<file path="config.mk">
export PLATFORM = sky130hd
export DESIGN_NAME = tmr_irq_ctrl
export DESIGN_NICKNAME = d
export VERILOG_FILES = /design/src/rtl/tmr_irq_pkg.sv /design/src/rtl/tmr_irq_regs.sv /design/src/rtl/tmr_irq_route.sv /design/src/rtl/tmr_irq_rdmux.sv /design/src/rtl/tmr_irq_ctrl.sv
export SDC_FILE = /design/constraint.sdc
export NUM_CORES = 1
export LEC_CHECK = 0
export BUFFER_PORTS_ARGS = -buffer_cell sky130_fd_sc_hd__buf_2
export CAP_MARGIN = 20
export CORE_MARGIN = 5
export CORE_UTILIZATION = 40
export CTS_CLUSTER_DIAMETER = 80
export DETAILED_ROUTE_END_ITERATION = 6
export PLACE_DENSITY = 0.64
export SLEW_MARGIN = 20
export SYNTH_ARGS = -nofsm -noshare
export SYNTH_HDL_FRONTEND = slang
export SYNTH_SLANG_ARGS = --single-unit
export TNS_END_PERCENT = 30
</file>
<file path="constraint.sdc">
create_clock -name clk -period 1.5 [get_ports clk]
set_clock_uncertainty 0.2 [all_clocks]
set_input_delay 0.15 -clock clk [delete_from_list [all_inputs] [get_ports clk]]
set_output_delay 0.15 -clock clk [all_outputs]
set_load 0.03 [all_outputs]
</file>
<file path="src/rtl/tmr_irq_pkg.sv">
package tmr_irq_pkg;
  localparam int LINES = 3;

  typedef enum logic [2:0] {
    A_FLAGS = 3'd0,
    A_MASK  = 3'd1,
    A_PEND  = 3'd2,
    A_MSET  = 3'd3,
    A_MCLR  = 3'd4,
    A_FCLR  = 3'd5
  } reg_addr_e;

  // One-hot line that serves a channel for the given grouping variant
  function automatic logic [LINES-1:0] line_sel(int variant, int ch);
    logic [LINES-1:0] r;
    if (variant == 0) begin
      if (ch == 0)      r = 3'b001;
      else if (ch == 1) r = 3'b010;
      else              r = 3'b100;
    end else begin
      if (ch == 5) r = 3'b001;
      else         r = 3'b010;
    end
    return r;
  endfunction
endpackage

</file>
<file path="src/rtl/tmr_irq_regs.sv">
module tmr_irq_regs
  import tmr_irq_pkg::*;
#(
  parameter int NSRC = 32
) (
  input  logic            clk,
  input  logic            rst_n,
  input  logic            wr_en,
  input  logic [2:0]      addr,
  input  logic [NSRC-1:0] wdata,
  input  logic [NSRC-1:0] evt,
  output logic [NSRC-1:0] flag_q,
  output logic [NSRC-1:0] mask_q
);
  logic [NSRC-1:0] mset, mclr, fclr;

  always_comb begin
    mset = '0;
    mclr = '0;
    fclr = '0;
    if (wr_en) begin
      case (addr)
        A_MSET:  mset = wdata;
        A_MCLR:  mclr = wdata;
        A_FCLR:  fclr = wdata;
        default: ;
      endcase
    end
  end

  always_ff @(posedge clk) begin
    if (!rst_n) begin
      flag_q <= '0;
      mask_q <= '1;
    end else begin
      flag_q <= (flag_q & ~fclr) | evt;   // event beats a coincident clear
      mask_q <= (mask_q | mset) & ~mclr;
    end
  end
endmodule

</file>
<file path="src/rtl/tmr_irq_route.sv">
module tmr_irq_route
  import tmr_irq_pkg::*;
#(
  parameter int NSRC    = 32,
  parameter int NCHAN   = 8,
  parameter int VARIANT = 0
) (
  input  logic [NSRC-1:0]  pend,
  output logic [LINES-1:0] irq
);
  function automatic logic [NSRC-1:0] members(int line);
    logic [NSRC-1:0] m;
    logic [LINES-1:0] s;
    m = '0;
    for (int i = 0; i < NSRC; i++) begin
      s = line_sel(VARIANT, i % NCHAN);
      m[i] = s[line];
    end
    return m;
  endfunction

  for (genvar l = 0; l < LINES; l++) begin : g_line
    localparam logic [NSRC-1:0] MEM = members(l);
    assign irq[l] = |(pend & MEM);
  end
endmodule

</file>
<file path="src/rtl/tmr_irq_rdmux.sv">
module tmr_irq_rdmux
  import tmr_irq_pkg::*;
#(
  parameter int NSRC = 32
) (
  input  logic [2:0]      addr,
  input  logic [NSRC-1:0] flag_q,
  input  logic [NSRC-1:0] mask_q,
  input  logic [NSRC-1:0] pend,
  output logic [NSRC-1:0] rdata
);
  always_comb begin
    case (addr)
      A_FLAGS: rdata = flag_q;
      A_MASK:  rdata = mask_q;
      A_PEND:  rdata = pend;
      default: rdata = '0;
    endcase
  end
endmodule

</file>
<file path="src/rtl/tmr_irq_ctrl.sv">
module tmr_irq_ctrl
  import tmr_irq_pkg::*;
#(
  parameter int NSRC    = 32,
  parameter int NCHAN   = 8,
  parameter int VARIANT = 0
) (
  input  logic             clk,
  input  logic             rst_n,
  input  logic             reg_wr_en,
  input  logic [2:0]       reg_addr,
  input  logic [NSRC-1:0]  reg_wdata,
  output logic [NSRC-1:0]  reg_rdata,
  input  logic [NSRC-1:0]  evt_i,
  output logic [LINES-1:0] irq_o
);
  logic [NSRC-1:0] flag_q, mask_q, pend;

  tmr_irq_regs #(.NSRC(NSRC)) u_regs (
    .clk(clk), .rst_n(rst_n), .wr_en(reg_wr_en), .addr(reg_addr),
    .wdata(reg_wdata), .evt(evt_i), .flag_q(flag_q), .mask_q(mask_q)
  );

  assign pend = flag_q & ~mask_q;

  tmr_irq_route #(.NSRC(NSRC), .NCHAN(NCHAN), .VARIANT(VARIANT)) u_route (
    .pend(pend), .irq(irq_o)
  );

  tmr_irq_rdmux #(.NSRC(NSRC)) u_rd (
    .addr(reg_addr), .flag_q(flag_q), .mask_q(mask_q), .pend(pend),
    .rdata(reg_rdata)
  );
endmodule

</file>
==> results of run 1 <==
## cell type report
class / instances / area, µm²
multi-input combinational: 340 / 2470
timing repair buffer: 214 / 1760
clock buffer: 15 / 206
inverter: 32 / 120
tap: 108 / 135
fill: 663 / 2490
clock inverter: 1 / 30.0
sequential: 64 / 1380
## power groups by stage
stage          clock network (µW)  logic (µW)  registers, µW
3_3_place_gp                    0         913           1870
4_1_cts                      1740        1150           1830
6_report                     1720        1180           1840
2_1_floorplan                   0         616           1860
3_5_place_dp                    0         929           1880
5_1_grt                      1830        1270           1850
## sequential cells by signal, summed over array words and instances, names as in the netlist
signal,flops
u_regs.mask_q,32
u_regs.flag_q,32
## routing by layer
metal	GRT usage, %	vias to the layer above
met3	3.52	12
met5	0	-
met1	30.3	1941
met4	6.57	0
met2	42.0	120
li1	-	2020
## through the flow
step / cells / power [µW]
final: 774 / 4750
after global routing: 774 / 4940
after CTS: 773 / 4730
after detailed placement: 682 / 2800
after global placement: 682 / 2790
after floorplan: 475 / 2480
## logic make-up after synthesis
| group | Yosys count | synth area share (%) |
|---|---|---|
| AO/OA/AOI/OAI | 152 | 30.3 |
| buffers and inverters | 71 | 9.70 |
| flip-flops | 64 | 37.0 |
| AND/OR/NAND/NOR | 188 | 22.9 |
## cells in the final DEF, fill, tap and decap left out, types with 10 or more instances in the layout
| cell | Yosys | routed |
|---|---|---|
| dfxtp_4 | 0 | 14 |
| nand2_1 | 37 | 37 |
| a2111oi_4 | 0 | 28 |
| buf_4 | 3 | 56 |
| nor2_1 | 117 | 107 |
| dfxtp_1 | 64 | 13 |
| inv_1 | 32 | 21 |
| o21a_1 | 36 | 36 |
| buf_6 | 6 | 17 |
| inv_2 | 0 | 11 |
| o21ai_1 | 30 | 33 |
| nor2b_1 | 28 | 20 |
| buf_2 | 10 | 69 |
| clkbuf_8 | 0 | 15 |
| dfxtp_2 | 0 | 37 |
| nor2_2 | 0 | 10 |
| a31oi_1 | 32 | 32 |
| dlygate4sd3_1 | 0 | 64 |
## critical path: stages, from the launching register on
cell and delay, ps:
dfxtp_4 380, o22ai_2 90, nor4_2 290, nand3_1 150, buf_6 170
## final timing paths
kind | start | end | slack [ps] | cells after the start
worst min-delay path | rst_n | u_regs.mask_q[8]$_SDFF_PN1_ | 50 | 3
worst max-delay path | u_regs.mask_q[11]$_SDFF_PN1_ | irq_o[2] | -270 | 4
worst max register to register | u_regs.flag_q[11]$_SDFF_PN0_ | u_regs.flag_q[11]$_SDFF_PN0_ | 440 | 5
worst min register to register | u_regs.mask_q[16]$_SDFF_PN1_ | u_regs.mask_q[16]$_SDFF_PN1_ | 330 | 2
## repair_timing
| item | in CTS | in global routing |
|---|---|---|
| buffers inserted | 11 | 1 |
| setup endpoints to repair | 35 | 35 |
| pin swaps | 39 | 20 |
| gates resized for setup | 124 | 41 |
| endpoints found under the hold margin | 64 | 0 |
| hold buffers | 64 | 0 |
| gates cloned | 0 | 0 |
==> flow_summary.ini, run 1 <==
[run_status]
outcome = finished, violations left
violations = setup timing

[yosys]
ys_types = 24
yosysMostFrequentCell = nor2_1
synth_cells = 475
synth_top_area_share_pct = 37.0
synth_edf_count = 0
ys_ff_latch = 64
yosysTopAreaCell = dfxtp_1
syn_avg_cell_area_um2 = 7.28
synthArstFlopShare_pct = 0
synth_nets = 545
ys_seq_area_share_pct = 37.0
yosys_warnings = 0
yosys-top-cells-area = dfxtp_1, nor2_1, o21a_1
synth_ff_type = dfxtp_1
ys_top_cells_by_count = nor2_1, dfxtp_1, nand2_1, o21a_1
syn_area_um2 = 3460

[die]
row_count = 34
die-width_um = 103
initial_core_util_pct = 40.2
dieArea_um2 = 10600
die_h_um = 103
pin_count = 105
core_um2 = 8590

[pwr]
ir_drop_mv = 0.500
power_frac_comb_pct = 24.9
p_sw_share_pct = 28.7
power_leakage_uw = 0.00239
power_switching_uw = 1360
p_per_area_nw_per_um2 = 778
clkPwrFrac_pct = 36.3
power.share.sequential_pct = 38.7
p_int_uw = 3390

[clock_tree]
cts_max_path_buffers = 2
clkTransAtPathRegs_ps = 70
insertion_delay_ps = 330
cts-root-buf = clkbuf_8
cts_inserted_buffers = 9
htree_levels = 3
cts_tree = done
cts_sinks = 64

[critical_path]
crit_type = register to output port
critPathArrivalTime_ps = 1420
critPathMaxFanout = 4
worstSetupStartpointType = register
worst_ep_required_time_ps = 1150
endpoint_kind = output port

[finish]
antennaDiodeCount = 0
layout-area-overhead-vs-synth_pct = 76.5
num-nets-final = 731
design_area_um2 = 6100
drive_above_1_share_pct = 43.2
final_util_pct = 71.0

[routing]
vias_per_cell = 5.29
wl_per_cell_um = 16.3
drt_wl_total_um = 12600
wl_met1_um = 5370
vias = 4093
postRouteAntennaNets = 0
drt_iter0_markers = 172
met3WireLength_um = 680
firstDrtPassIters = 4
met2WireLength_um = 6400
highest_layer = met4
route.detailed.drc = 0

[job]
cap_violations = 0

[grt]
grt_max_degree = 65
overflow = 0
grt_pass1_wl_um = 19700
grt_usage_pct = 23.9
grt_pass1_vias = 4029
antenna_found_initial = 0

[place]
routabilityCongestion = 0.846
hpwl_um = 8270
port_buffers = 104
place_area_um2 = 4710
dp_slack_ps = -98.5

[timing]
slew_headroom_pct = 79.7
finalHoldViolCount = 0
worst_slack_ps = -266
period_share_pct = 118
slew_violations = 0
period_minus_slack_ps = 1770
hold_ws_ps = 54.8
fin_setup_tns_ps = -3910
max_freq_mhz = 566
final-setup-viol-count = 33
worstMarginPinSlew_ps = 305
grt_setup_unrepaired = yes

[hold_path]
hold_class = input pin to register
No activity file was read; power rests on OpenSTA's default activity.
==> run 2, diff against run 1 <==
Clock period 1.5 ns to 1.8 ns, I/O delays scaled along.
==> flow_summary.ini, run 2 (same netlist as run 1, synthesis figures left out) <==
[critical_path]
cpMaxStageDelayCell = a2111oi_2
cpPeakStageDelay_ps = 490
worst_ep_required_time_ps = 1420
endpoint_kind = output port
crit_buf_inv = 1
crit_family = compound AO/OA/AOI/OAI gates
worstSetupStartpointType = register
crit_type = register to output port
reg2reg_depth = 4
r2r_start = u_regs.flag_q[13]$_SDFF_PN0_
critPathMaxFanout = 4
path_cells = a2111oi_2 -> buf_4
critPathArrivalTime_ps = 1410
rr_endpoint = u_regs.flag_q[13]$_SDFF_PN0_
reg2reg_slack_ps = 820

[pwr]
p_per_area_nw_per_um2 = 705
power_leakage_uw = 0.00218
ir_drop_mv = 0.373

[run_status]
outcome = completed

[routing]
route.detailed.drc = 0
postRouteAntennaNets = 0
vias_per_cell = 5.28
met3WireLength_um = 730
firstDrtPassIters = 5
highest_layer = met4
wl_met1_um = 4970
vias = 3941
drt_iter0_markers = 153
drt_wl_total_um = 11700
wl_per_cell_um = 15.7
met2WireLength_um = 5820

[timing]
slew_violations = 0
finalHoldViolCount = 0
period_share_pct = 99.7
worstMarginPinSlew_ps = 438
grt_setup_unrepaired = yes
max_freq_mhz = 557
slew_headroom_pct = 70.7
period_minus_slack_ps = 1790
final-setup-viol-count = 0

[place]
hpwl_um = 7700
routabilityCongestion = 0.833
port_buffers = 104
dp.cells = 665

[hold_path]
min-delay-start = rst_n
whs_endpoint = u_regs.mask_q[1]$_SDFF_PN1_
hold_depth = 3
hold_class = input pin to register

[finish]
reg.largest.list = u_regs.flag_q: 32 flops, u_regs.mask_q: 32 flops
num-nets-final = 703
stdcell_count = 746
n_fill_cell = 759
layout-area-overhead-vs-synth_pct = 51.8
final_common_cell = nor2_1
multi_input_area_um2 = 2030
area.sequential_um2 = 1330
antennaDiodeCount = 0
layout_common_cells = nor2_1, buf_2, dlygate4sd3_1
drive_above_1_share_pct = 33.2
final_util_pct = 61.1

[die]
core_um2 = 8590
die_h_um = 103
dieArea_um2 = 10600
die-width_um = 103
pin_count = 105
initial_core_util_pct = 40.2
row_count = 34

[grt]
antenna_found_initial = 0
grt_usage_pct = 21.9
grt_pass1_vias = 3878
grt_max_degree = 65
grt_pass1_wl_um = 18200
overflow = 0

[clock_tree]
cts_tree = done
cts-root-buf = clkbuf_8
clkTransAtPathRegs_ps = 70
cts_inserted_buffers = 9
insertion_delay_ps = 330
cts_sinks = 64
cts_max_path_buffers = 2
htree_levels = 3

[job]
cap_violations = 0
[run 2: what timing repair did]
action	4_1_cts	5_1_grt
pin swaps	7	13
hold buffers	64	0
endpoints found under the setup margin	21	23
endpoints found under the hold margin	64	0
buffers inserted	0	1
gates resized for setup	53	40
[run 2: worst max path at each step]
stage	start	endpoint	slack, ps	cells past startpoint
floorplan	reg_addr[0]	reg_rdata[18]	-370	4
global placement	reg_addr[0]	reg_rdata[20]	-30	5
detailed placement	reg_addr[0]	reg_rdata[20]	-50	5
CTS	u_regs.mask_q[12]$_SDFF_PN1_	irq_o[2]	-10	4
global route	u_regs.mask_q[12]$_SDFF_PN1_	irq_o[2]	-110	4
finish	u_regs.mask_q[20]$_SDFF_PN1_	reg_rdata[20]	5	2
[run 2: report_power, final]
group          internal (µW)  switching (µW)
sequential              1490            50.5
combinational            378             442
clock                    791             557
total                   2650            1050
[run 2: worst reg2reg max path, stage by stage (launching register included)]
cell	delay [ps]
dfxtp_2	330
inv_2	60
buf_4	100
nor2_1	30
o21a_1	150
[run 2: stage by stage]
stage	instance area [µm²]	setup TNS (ps)	hold slack [ps]	setup slack (ps)	total power, µW
floorplan	3520	-6490	104	-370	1980
global placement	4150	-26.4	188	-26.4	2200
finish	5250	0	104	5.32	3700
CTS	5130	-18.5	93.5	-11.4	3690
detailed placement	4150	-49.7	192	-49.7	2220
global route	5250	-249	113	-111	3860
[run 2: area by class of cell]
class	instances	share of cell area (%)
clock inverter	2	0.667
tap	108	2.57
sequential	64	25.3
timing repair buffer	186	27.0
multi-input combinational	340	38.6
inverter	32	2.29
clock buffer	14	3.48
[run 2: per-layer routing]
layer  GRT usage [%]  vias up
met3            3.52       17
met4            7.77        0
met5               0        -
met2            37.4      128
li1                -     1958
met1            27.8     1838
==> run 3, diff against run 2 <==
--- a/config.mk
+++ b/config.mk
@@ -8,4 +8,5 @@
 export BUFFER_PORTS_ARGS = -buffer_cell sky130_fd_sc_hd__buf_2
 export CAP_MARGIN = 20
+export CORE_ASPECT_RATIO = 0.5
 export CORE_MARGIN = 5
 export CORE_UTILIZATION = 40
==> constraint.sdc (replaced) <==
create_clock -name clk -period 1.8 [get_ports clk]
set_clock_uncertainty 0.2 [all_clocks]
set_input_delay 0.54 -clock clk [delete_from_list [all_inputs] [get_ports clk]]
set_output_delay 0.54 -clock clk [all_outputs]
set_load 0.03 [all_outputs]
==> flow_summary.ini, run 3 (same netlist as run 1, synthesis figures left out) <==
[clock_tree]
htree_levels = 3
cts-root-buf = clkbuf_16
hold_buffers = 0
cts_inserted_buffers = 9
cts_tree = done
insertion_delay_ps = 330
cts_sinks = 64
cts_max_path_buffers = 2
clkTransAtPathRegs_ps = 60

[place]
hpwl_um = 8450
port_buffers = 104
dp.cells = 719
routabilityCongestion = 0.808

[timing]
worst_slack_ps = -409
worstMarginPinSlew_ps = 397
slew_violations = 0
slew_headroom_pct = 73.5
fin_setup_tns_ps = -12110
period_minus_slack_ps = 2210
grt_setup_unrepaired = yes
finalHoldViolCount = 0
max_freq_mhz = 453
period_share_pct = 123
hold_ws_ps = 210
final-setup-viol-count = 35

[critical_path]
path_cells = buf_12 -> buf_12 -> nor2b_4 -> a2111oi_4 -> buf_4
r2r_start = u_regs.mask_q[3]$_SDFF_PN1_
worst_ep_required_time_ps = 1060
path_depth = 5
endpoint_kind = output port
setup.worst_path.end = reg_rdata[0]
crit_type = input pin to output port
reg2reg_slack_ps = 740
crit_buf_inv = 3
rr_endpoint = u_regs.mask_q[3]$_SDFF_PN1_
cpPeakStageDelay_ps = 300
critPathMaxFanout = 15
worstSetupStartpoint = reg_addr[0]
critPathArrivalTime_ps = 1470
reg2reg_depth = 3
cpMaxStageDelayCell = a2111oi_4
worstSetupStartpointType = input pin
crit_family = buffers and inverters
cp_common_cell = buf_12

[finish]
antennaDiodeCount = 0
layout-area-overhead-vs-synth_pct = 70.3
num-nets-final = 689
reg.largest.list = u_regs.flag_q: 32 flops, u_regs.mask_q: 32 flops
stdcell_count = 741
final_common_cell = nor2_1
drive_above_1_share_pct = 42.3
layout_common_cells = nor2_1, buf_4, buf_2

[grt]
grt_pass1_vias = 3884
met1_usage_pct = 31.1
met3_usage_pct = 5.71
grt_pass1_wl_um = 19700
top_usage_layer = met2
overflow = 0
antenna_found_initial = 0
met2_usage_pct = 40.3
grt_usage_pct = 23.7
grt_max_degree = 65

[run_status]
outcome = finished, violations left
violations = setup timing

[job]
cap_violations = 0

[routing]
route.detailed.drc = 0
drt_wl_total_um = 12400
vias_per_cell = 5.30
firstDrtPassIters = 4
vias = 3929
postRouteAntennaNets = 0
wl_per_cell_um = 16.8
drt_iter0_markers = 181

[hold_path]
hold_class = input pin to register

[pwr]
p_per_area_nw_per_um2 = 748
ir_drop_mv = 0.465
power_leakage_uw = 0.00237

[die]
row_count = 24
core_um2 = 8560
dieArea_um2 = 10700
die-width_um = 141
initial_core_util_pct = 40.4
die_h_um = 75.8
pin_count = 105
-- run 3: changes by cell type in the layout (fill, tap and decap cells not counted), sizes merged --
cell | previous run | this run
bufinv | 1 | 2
clkinvlp | 0 | 2
dlygate4sd3 | 64 | 0
clkbuf | 14 | 11
buf | 122 | 172
-- run 3: power breakdown --
part | internal (µW) | leakage (µW) | switching (µW)
logic | 460 | 0.00169 | 518
clock network | 1250 | 0.000152 | 646
registers | 1480 | 0.000523 | 51.4
total | 3190 | 0.00237 | 1210
-- run 3: worst min path at each step --
stage                                 start                      endpoint  cells past startpoint
2_1_floorplan  u_regs.mask_q[16]$_SDFF_PN1_  u_regs.mask_q[16]$_SDFF_PN1_                      2
3_3_place_gp   u_regs.mask_q[17]$_SDFF_PN1_  u_regs.mask_q[17]$_SDFF_PN1_                      2
3_5_place_dp   u_regs.mask_q[17]$_SDFF_PN1_  u_regs.mask_q[17]$_SDFF_PN1_                      2
4_1_cts                           evt_i[26]  u_regs.flag_q[26]$_SDFF_PN0_                      2
5_1_grt                           evt_i[29]  u_regs.flag_q[29]$_SDFF_PN0_                      2
6_report                          evt_i[29]  u_regs.flag_q[29]$_SDFF_PN0_                      2
-- run 3: metrics by stage --
stage	worst slack [ps]	power (µW)	util [%]	area [µm²]
floorplan	-405	2130	-	4190
global placement	-564	2410	60.1	5140
detailed placement	-583	2420	60.1	5140
CTS	-411	4420	68.1	5830
global route	-431	4570	68.8	5890
finish	-409	4410	68.8	5890
-- run 3: cell type report --
type	instances	area (µm²)
clock buffers	11	243
repair buffers	172	1430
multi-input cells	340	2560
well taps	117	146
flip-flops and latches	64	1310
clock inverters	5	80.1
fillers	719	2670
inverters	32	120
-- run 3: routing by layer --
| layer | part of all wire (%) | wire length [µm] |
|---|---|---|
| met1 | 46 | 5680 |
| met2 | 47 | 5800 |
| met3 | 6.5 | 812 |
| met4 | 1.2 | 155 |
| met5 | 0 | 0 |
-- run 3: worst register-to-register path, delay by kind of cell, from the launching register on --
kind | cells | cell delay (ps)
AOI/OAI and AO/OA | 2 | 230
buffers and inverters | 1 | 150
DFF | 1 | 350
-- run 3: what timing repair did --
action,in CTS,in global routing
cloned,3,0
setup endpoints to repair,35,37
gates resized for setup,92,17
buffers inserted,3,1
pin swaps,20,10
